==> src/rtl/rcc_pkg.sv <==
`timescale 1ns/1ps
package rcc_pkg;
    localparam int NCPU     = 4;
    localparam int NAGENT   = 7;
    localparam int ADDR_W   = 3;
    localparam int WDATA_W  = 8;
    localparam int RDATA_W  = 32;
    localparam int POR_CW   = 18;
    localparam int XIR_CW   = 6;
    localparam int MASK_LSB = 4;

    // register addresses
    localparam logic [ADDR_W-1:0] A_WDACT  = 3'd0;
    localparam logic [ADDR_W-1:0] A_MASK   = 3'd1;
    localparam logic [ADDR_W-1:0] A_SPOR   = 3'd2;
    localparam logic [ADDR_W-1:0] A_SXIR   = 3'd3;
    localparam logic [ADDR_W-1:0] A_PCAUSE = 3'd4;
    localparam logic [ADDR_W-1:0] A_XCAUSE = 3'd5;
    localparam logic [ADDR_W-1:0] A_SYNTH  = 3'd6;

    // positions in the edge-detected event vector
    localparam int EV_SYNTH = 0;
    localparam int EV_WDOG  = 1;
    localparam int EV_DBGP  = 2;
    localparam int EV_DBGX  = 3;
    localparam int EV_BTNP  = 4;
    localparam int EV_BTNX  = 5;
    localparam int EV_FATAL = 6;
    localparam int EV_RMON  = EV_FATAL + NAGENT;
    localparam int EV_W     = EV_RMON + 1;

    localparam logic [POR_CW-1:0] PCAUSE_PWRUP = 18'h00080;

    typedef struct packed {
        logic rst_on_load;
        logic sclk;
        logic sdata;
        logic load;
    } synth_ctl_t;

    typedef struct packed {
        logic              wd_act;
        logic [NCPU-1:0]   fe_mask;
        synth_ctl_t        synth;
        logic [POR_CW-1:0] por_cause;
        logic [XIR_CW-1:0] xir_cause;
    } ctl_state_t;
endpackage

==> src/rtl/rcc_edge.sv <==
`timescale 1ns/1ps
module rcc_edge #(
    parameter int W = 8
) (
    input  logic         clk,
    input  logic         rst_n,
    input  logic [W-1:0] lvl,
    output logic [W-1:0] rise
);
    logic [W-1:0] prev_d, prev_q;

    always_comb begin
        prev_d = lvl;
        rise   = lvl & ~prev_q;
    end

    always_ff @(posedge clk or negedge rst_n) begin
        if (!rst_n) prev_q <= '0;
        else        prev_q <= prev_d;
    end
endmodule

==> src/rtl/rcc_pulse.sv <==
`timescale 1ns/1ps
module rcc_pulse #(
    parameter int N     = 4,
    parameter int WIDTH = 16
) (
    input  logic         clk,
    input  logic         rst_n,
    input  logic [N-1:0] trig,
    output logic [N-1:0] act
);
    localparam int CW = $clog2(WIDTH + 1);

    typedef struct packed {
        logic [N-1:0]  act;
        logic [CW-1:0] cnt;
    } pulse_t;

    pulse_t st_d, st_q;

    always_comb begin
        st_d = st_q;
        if (|trig) begin
            st_d.act = st_q.act | trig;
            st_d.cnt = CW'(WIDTH - 1);
        end else if (|st_q.act) begin
            if (st_q.cnt == '0) st_d.act = '0;
            else                st_d.cnt = st_q.cnt - CW'(1);
        end
    end

    always_ff @(posedge clk or negedge rst_n) begin
        if (!rst_n) st_q <= '0;
        else        st_q <= st_d;
    end

    assign act = st_q.act;
endmodule

==> src/rtl/rst_cause_ctrl.sv <==
`timescale 1ns/1ps
module rst_cause_ctrl
    import rcc_pkg::*;
#(
    parameter int PULSE_W = 16
) (
    input  logic               clk,
    input  logic               rst_n,
    input  logic               wr_en,
    input  logic [ADDR_W-1:0]  addr,
    input  logic [WDATA_W-1:0] wdata,
    output logic [RDATA_W-1:0] rdata,
    input  logic               wdog_i,
    input  logic               dbg_por_i,
    input  logic               dbg_xir_i,
    input  logic               btn_por_i,
    input  logic               btn_xir_i,
    input  logic [NAGENT-1:0]  fatal_i,
    input  logic               rmon_i,
    output logic [NCPU-1:0]    por_o,
    output logic               sys_rst_o,
    output logic [NCPU-1:0]    xir_o,
    output logic               synth_load_o,
    output logic               synth_data_o,
    output logic               synth_clk_o
);
    ctl_state_t        st_d, st_q;
    logic [EV_W-1:0]   ev_lvl, ev_rise;
    logic [NCPU-1:0]   sw_por, sw_xir;
    logic              sw_sys;
    logic [NAGENT-1:0] fe_ok;
    logic [POR_CW-1:0] por_new;
    logic [XIR_CW-1:0] xir_new;
    logic              por_all, xir_all;
    logic [NCPU:0]     por_trig, por_act;
    logic [NCPU-1:0]   xir_trig;
    logic [POR_CW-1:0] por_cause_w;
    logic [XIR_CW-1:0] xir_cause_w;

    assign ev_lvl = {rmon_i, fatal_i, btn_xir_i, btn_por_i, dbg_xir_i,
                     dbg_por_i, wdog_i, st_q.synth.load & st_q.synth.rst_on_load};

    rcc_edge #(.W(EV_W)) edge_i (
        .clk(clk), .rst_n(rst_n), .lvl(ev_lvl), .rise(ev_rise)
    );

    always_comb begin
        st_d   = st_q;
        sw_por = '0;
        sw_sys = 1'b0;
        sw_xir = '0;
        if (wr_en) begin
            case (addr)
                A_WDACT: st_d.wd_act  = wdata[0];
                A_MASK:  st_d.fe_mask = wdata[MASK_LSB +: NCPU];
                A_SPOR: begin
                    sw_por = wdata[NCPU-1:0];
                    sw_sys = wdata[NCPU];
                end
                A_SXIR:  sw_xir = wdata[NCPU-1:0];
                A_SYNTH: begin
                    st_d.synth.rst_on_load = wdata[7];
                    st_d.synth.sclk        = wdata[2];
                    st_d.synth.sdata       = wdata[1];
                    st_d.synth.load        = wdata[0];
                end
                default: ;
            endcase
        end

        fe_ok   = ev_rise[EV_FATAL +: NAGENT] & ~{{(NAGENT-NCPU){1'b0}}, st_q.fe_mask};
        por_new = {ev_rise[EV_RMON], ev_rise[EV_WDOG] & st_q.wd_act, ev_rise[EV_SYNTH],
                   fe_ok, 1'b0, ev_rise[EV_BTNP], ev_rise[EV_DBGP], sw_sys, sw_por};
        xir_new = {ev_rise[EV_BTNX], ev_rise[EV_DBGX], sw_xir};

        por_all  = |por_new[POR_CW-1:NCPU];
        xir_all  = |xir_new[XIR_CW-1:NCPU];
        por_trig = {por_all, sw_por | {NCPU{por_all}}};
        xir_trig = sw_xir | {NCPU{xir_all}};

        if (|por_new) st_d.por_cause = por_new;
        if (|xir_new) st_d.xir_cause = xir_new;
    end

    always_ff @(posedge clk or negedge rst_n) begin
        if (!rst_n) begin
            st_q           <= '0;
            st_q.por_cause <= PCAUSE_PWRUP;
        end else begin
            st_q <= st_d;
        end
    end

    rcc_pulse #(.N(NCPU + 1), .WIDTH(PULSE_W)) por_pulse_i (
        .clk(clk), .rst_n(rst_n), .trig(por_trig), .act(por_act)
    );

    rcc_pulse #(.N(NCPU), .WIDTH(PULSE_W)) xir_pulse_i (
        .clk(clk), .rst_n(rst_n), .trig(xir_trig), .act(xir_o)
    );

    assign por_o        = por_act[NCPU-1:0];
    assign sys_rst_o    = por_act[NCPU];
    assign synth_load_o = st_q.synth.load;
    assign synth_data_o = st_q.synth.sdata;
    assign synth_clk_o  = st_q.synth.sclk;
    assign por_cause_w  = st_q.por_cause;
    assign xir_cause_w  = st_q.xir_cause;

    always_comb begin
        rdata = '0;
        case (addr)
            A_WDACT:  rdata[0] = st_q.wd_act;
            A_MASK:   rdata[MASK_LSB +: NCPU] = st_q.fe_mask;
            A_SPOR:   rdata[NCPU:0] = por_act;
            A_SXIR:   rdata[NCPU-1:0] = xir_o;
            A_PCAUSE: rdata[POR_CW-1:0] = por_cause_w;
            A_XCAUSE: rdata[XIR_CW-1:0] = xir_cause_w;
            A_SYNTH: begin
                rdata[7] = st_q.synth.rst_on_load;
                rdata[2] = st_q.synth.sclk;
                rdata[1] = st_q.synth.sdata;
                rdata[0] = st_q.synth.load;
            end
            default: ;
        endcase
    end
endmodule

==> config.mk <==
export PLATFORM = sky130hd
export DESIGN_NAME = rst_cause_ctrl
export DESIGN_NICKNAME = d
export VERILOG_FILES = /design/src/rtl/rcc_pkg.sv /design/src/rtl/rcc_edge.sv /design/src/rtl/rcc_pulse.sv /design/src/rtl/rst_cause_ctrl.sv
export SDC_FILE = /design/constraint.sdc
export NUM_CORES = 1
export LEC_CHECK = 0
export BUFFER_PORTS_ARGS = -buffer_cell sky130_fd_sc_hd__buf_2
export CORE_MARGIN = 5
export CORE_UTILIZATION = 58
export CTS_CLUSTER_SIZE = 16
export DETAILED_ROUTE_END_ITERATION = 6
export GPL_TIMING_DRIVEN = 0
export HOLD_SLACK_MARGIN = 0.12
export PLACE_DENSITY = 0.84
export SLEW_MARGIN = 20
export SYNTH_ARGS = -nofsm -noshare
export SYNTH_HDL_FRONTEND = slang
export SYNTH_SLANG_ARGS = --single-unit
==> constraint.sdc <==
create_clock -name clk -period 4.6 [get_ports clk]
set_input_delay 0.69 -clock clk [delete_from_list [all_inputs] [get_ports clk]]
set_output_delay 0.69 -clock clk [all_outputs]
set_load 0.01 [all_outputs]
# After elaboration in Yosys (flattened, before gate mapping)
# Index checks and enable logic that the tools add are counted.
totals:
  register_bits: 66
  latch_bits: 0
  mem_bits_rw: 0
  mem_bits_ro: 0
  input_bits: 27
  out_inout_bits: 44
  elab_cells: 77
  n_memories: 0
op_classes:
  add_sub_neg: 2
  mul: 0
  div_mod_pow: 0
  magnitude_cmp: 0
  eq_ne: 8
  shifts: 0
  n_mux: 22
  bitwise_logic: 10
  reduce_logical: 22
ops:
  columns: ["cell", "n"]
  rows:
  - ["17-bit OR reduction", 2]
  - ["10-bit two-way mux", 3]
  - ["4-bit two-way mux", 5]
  - ["9-bit two-way mux", 2]
  - ["5-bit two-way mux", 3]
  - ["14-bit AND", 1]
  - ["14-bit NOT", 1]
  - ["2-bit AND reduction", 7]
  - ["13-bit OR reduction", 1]
  - ["4-bit bitwise OR", 3]
  - ["5-bit zero test", 2]
  - ["2-bit one-hot mux with 5 select lines", 1]
  - ["5-bit by 1-bit subtractor with 5-bit output (second input constant)", 2]
  - ["3-bit == test (second input constant)", 3]
  - ["1-bit one-hot mux with 4 select lines", 2]
  - ["2-bit nonzero test", 4]
  - ["4-bit OR reduction", 2]
  - ["7-bit AND", 1]
  - ["4-bit NOT with 7-bit output", 1]
  - ["3-bit by 2-bit == test with 1-bit output (second input constant)", 2]
  - ["1-bit one-hot mux with 3 select lines", 2]
  - ["1-bit one-hot mux with 6 select lines", 1]
  - ["6-bit OR reduction", 1]
  - ["5-bit bitwise OR", 1]
  - ["8 further kinds", 11]

# Longest topological paths before layout
depth:
  depth_word: 8
  depth_mapped: 6
  depth_no_buf: 6

# Hierarchy
# From an unflattened synthesis, not the netlist that was laid out.
hier_totals:
  hier_cells: 312
  area_unflattened_um2: 3447.1
by_module_without_submodules:
  columns: ["module", "n_inst", "cells_per_inst", "area_each_um2", "seq_area_each_um2"]
  rows:
  - ["rst_cause_ctrl", 1, 181, 1889.3, 827.0]
  - ["rcc_edge", 1, 28, 543.0, 350.3]
  - ["rcc_pulse at por_pulse_i", 1, 52, 525.5, 250.2]
  - ["rcc_pulse at xir_pulse_i", 1, 51, 489.2, 225.2]

# Worst setup path before layout
# OpenSTA, ideal clock, no wires.
synth_timing:
  path_kind: "input -> output"
  from: "in addr[0]"
  to: "out rdata[2]"
  t_arrival_ns: 1.682
  t_required_ns: 3.910
  path_slack_ns: 2.228
  stages: 4
  path_cell_list: "clkbuf_1 > buf_1 > mux2i_1 > o21ai_0"
synth_between:
  elab_chain_cells: 2
  word_cells_on_any_way: 6
synth_lines:
  columns: ["element", "line", "rtl"]
  rows:
  - ["start, declared", "rst_cause_ctrl.sv:10", "input logic [ADDR_W-1:0] addr,"]
  - ["3-bit == test / 3-bit by 2-bit == test with 1-bit output (equally long branches)", "rst_cause_ctrl.sv:112", "case (addr)"]
  - ["2-bit one-hot mux with 5 select lines (*)", "rst_cause_ctrl.sv:112", null]
  - ["end, declared", "rst_cause_ctrl.sv:12", "output logic [RDATA_W-1:0] rdata,"]
# Mark *: on every way between the ends. The rest lies on a longest branch, timed or not.

# Worst setup path in the final report
# Same ends and word-level chain as after synthesis.

==> reports/results.tsv <==
metric	value	unit
synth.largest_area_cell	dfrtp_1	
switchingPower	0.3435	mW
vias	2582	
synth_edf_count	0	
start_util	59.05	%
r2r_end	por_pulse_i.st_q[0]$_DFFE_PN0P_	
n_antenna_cell	0	
ys_seq_elements	66	
gp_congestion	0.8213	
vias_per_cell	5.541	
cts_tree	yes	
boundaryPins	71	
finalWorstPathRequiredPeriod	2.848	ns
die_x	84.65	um
power_frac_seq	47.0	%
worst_pin_slew	0.5641	ns
cts_buffers	9	
ys.flop_type	dfrtp_1	
yosysWarnings	0	
synthTopCellsByCount	dfrtp_1, nand2_1, buf_4	
nets	418	
arrival	2.16	ns
cts_setup_buffers	0	
muxShareOfSynthArea	5.768	%
clk_pin_slew	0.07	ns
die-area	7165	sq um
fp.dieH	84.65	um
rr_worst_depth	6	
yosysTopAreaCellShare	50.33	%
yosys.area_share.simple	21.29	%
cts_resized	0	
timing.final.crit_share	61.91	%
antenna_left	0	
synth_most_common_cell	dfrtp_1	
vdd.ir_drop.worst	0.2218	mV
gr-usage-all-layers	21.54	%
worst_hold_path_type	in -> async	
post_drt_wl_per_cell	16.11	um
yosysSeqAreaShare	51.14	%
rsz0062_at_grt	no	
antenna_found_initial	0	
relSlewSlack	62.25	%
power.density	356.6	nW/um^2
final_util	71.01	%
synth_top_family_by_area	simple AND/OR/NAND/NOR gates	
finalWirelength	7508	um
multi_input_area	1366	sq um
fmax	351.2	MHz
grt_overflow_total	0	
drive_above_1_share	29.95	%
drc	0	
reg2reg_from	por_pulse_i.st_q[0]$_DFFE_PN0P_	
fill_cells	412	
crit_fanout	10	
cts.sinks	66	
hold_ws	0.2751	ns
hpwl	5479	um
grt_first_pass_wirelength	12300	um
syn_avg_cell_area	10.43	sq um
leakage	1.792	nW
combPwrFrac	13.5	%
cts-root-buf	clkbuf_8	
synth_cell_types	56	
syn_to_final_growth	20.25	%
finalWorstSetupSlack	1.752	ns
register_area	1653	sq um
h-tree-depth	3	
final_cells	466	
critPathKind	in -> out	
switching_share	24.79	%
clk-insertion-delay-late	0.34	ns
worstSetupStartpointType	input pin	
hold_violations	0	
end_kind	primary output	
synth_fa_ha_area_share	0.7743	%
synth-compound-area-share	11.73	%
num_rows	27	
drtPass1Iterations	4	
fin_skew	0.006625	ns
slew_viol_final	0	
p_clk_share	39.6	%
cp_data_required_time	3.91	ns
synth_area_leaders	dfrtp_1, buf_4, mux2_2	
intPower	1.042	mW
cap_violations	0	
netlist_instances	310	
preCtsSetupSlack	1.796	ns
synth_xor_area_share	1.084	%
syn-cell-area	3232	sq um
synth-async-reset-ratio	100.0	%
status	completed	
grt_pass1_vias	2473	
placed_cells	450	
grt_max_degree	37	
drtIter0Drc	209	
port_buffers	54	
ctsHoldBuffers	0	
core	5473	sq um
clockBufferDepth	2	
finalSetupTns	0	ns
r2r_slack	2.69	ns
setup_viol	0	
==> layout make-up <==
class	instances	area share, %
buffer	37	6.149
clock buffer	14	4.185
tap	72	2.318
timing repair buffer	55	7.534
inverter	6	0.5795
multi-input combinational	214	35.16
clock inverter	2	1.545
sequential	66	42.53
==> power by group through the flow <==
| stage | clock network (mW) | registers, mW | logic [mW] |
|---|---|---|---|
| 2_1_floorplan | 0 | 0.655 | 0.116 |
| 3_3_place_gp | 0 | 0.659 | 0.177 |
| 3_5_place_dp | 0 | 0.661 | 0.185 |
| 4_1_cts | 0.551 | 0.650 | 0.187 |
| 5_1_grt | 0.588 | 0.655 | 0.207 |
| 6_report | 0.548 | 0.651 | 0.187 |
==> how the worst max path moves through the flow <==
stage | from | end | slack (ns)
4_1_cts | addr[0] | rdata[2] | 1.78
6_report | addr[0] | rdata[2] | 1.75
3_5_place_dp | addr[0] | rdata[2] | 1.80
5_1_grt | addr[0] | rdata[2] | 1.61
3_3_place_gp | addr[0] | rdata[3] | 1.85
2_1_floorplan | addr[0] | rdata[2] | 2.23
==> logic make-up (layout without fill, tap and decap cells) <==
group,Yosys count,count (layout)
buf+inv,43,114
flops,66,66
simple gates,123,123
other cells,1,14
fa+ha+maj,2,2
compound gates,54,54
xor+xnor,4,4
mux,17,17
==> metrics by stage <==
| stage | area (sq um) | total power, mW |
|---|---|---|
| after floorplan | 3281 | 0.7709 |
| after global placement | 3641 | 0.8358 |
| after detailed placement | 3664 | 0.8457 |
| after CTS | 3886 | 1.388 |
| after global routing | 3886 | 1.449 |
| final | 3886 | 1.386 |
==> placed cells by master (no fill, tap or decap), types with 3 or more instances in the layout <==
cell / count
o21ai_0: 18
nand4_1: 5
inv_1: 6
and3_1: 5
o211ai_1: 4
mux2_2: 13
or3b_2: 3
nand2b_1: 10
buf_4: 25
dfrtp_1: 65
or4_1: 3
nand2_1: 27
nand3b_1: 3
a22oi_1: 5
mux2i_1: 4
or3_1: 3
nand3_1: 19
conb_1: 14
and2_1: 14
a21oi_1: 3
nor2b_1: 4
a22o_1: 3
clkbuf_8: 11
nor2_1: 14
buf_2: 55
clkbuf_1: 12
==> critical path, stage by stage <==
cell	delay, ns
buf_2	0.12
clkbuf_1	0.33
buf_1	0.49
mux2i_1	0.15
o21ai_0	0.21
buf_2	0.17
==> metal layers <==
layer	part of all wire, %	track usage [%]	up-vias	routed length [um]
met3	6.1	5.299	23	459
met4	2.8	7.770	0	211
li1	-	-	1228	-
met1	45	30.22	1230	3397
met5	0	0	-	0
met2	46	32.60	101	3439
==> flip-flops by register name, summed over array words and instances (netlist names) <==
register / flops
por_pulse_i.act: 5
xir_pulse_i.act: 4
st_q: 6
xir_cause_w: 6
synth_clk_o: 1
synth_data_o: 1
por_cause_w: 18
xir_pulse_i.st_q: 5
edge_i.prev_q: 14
por_pulse_i.st_q: 5
synth_load_o: 1
No activity file was read; power rests on OpenSTA's default activity.
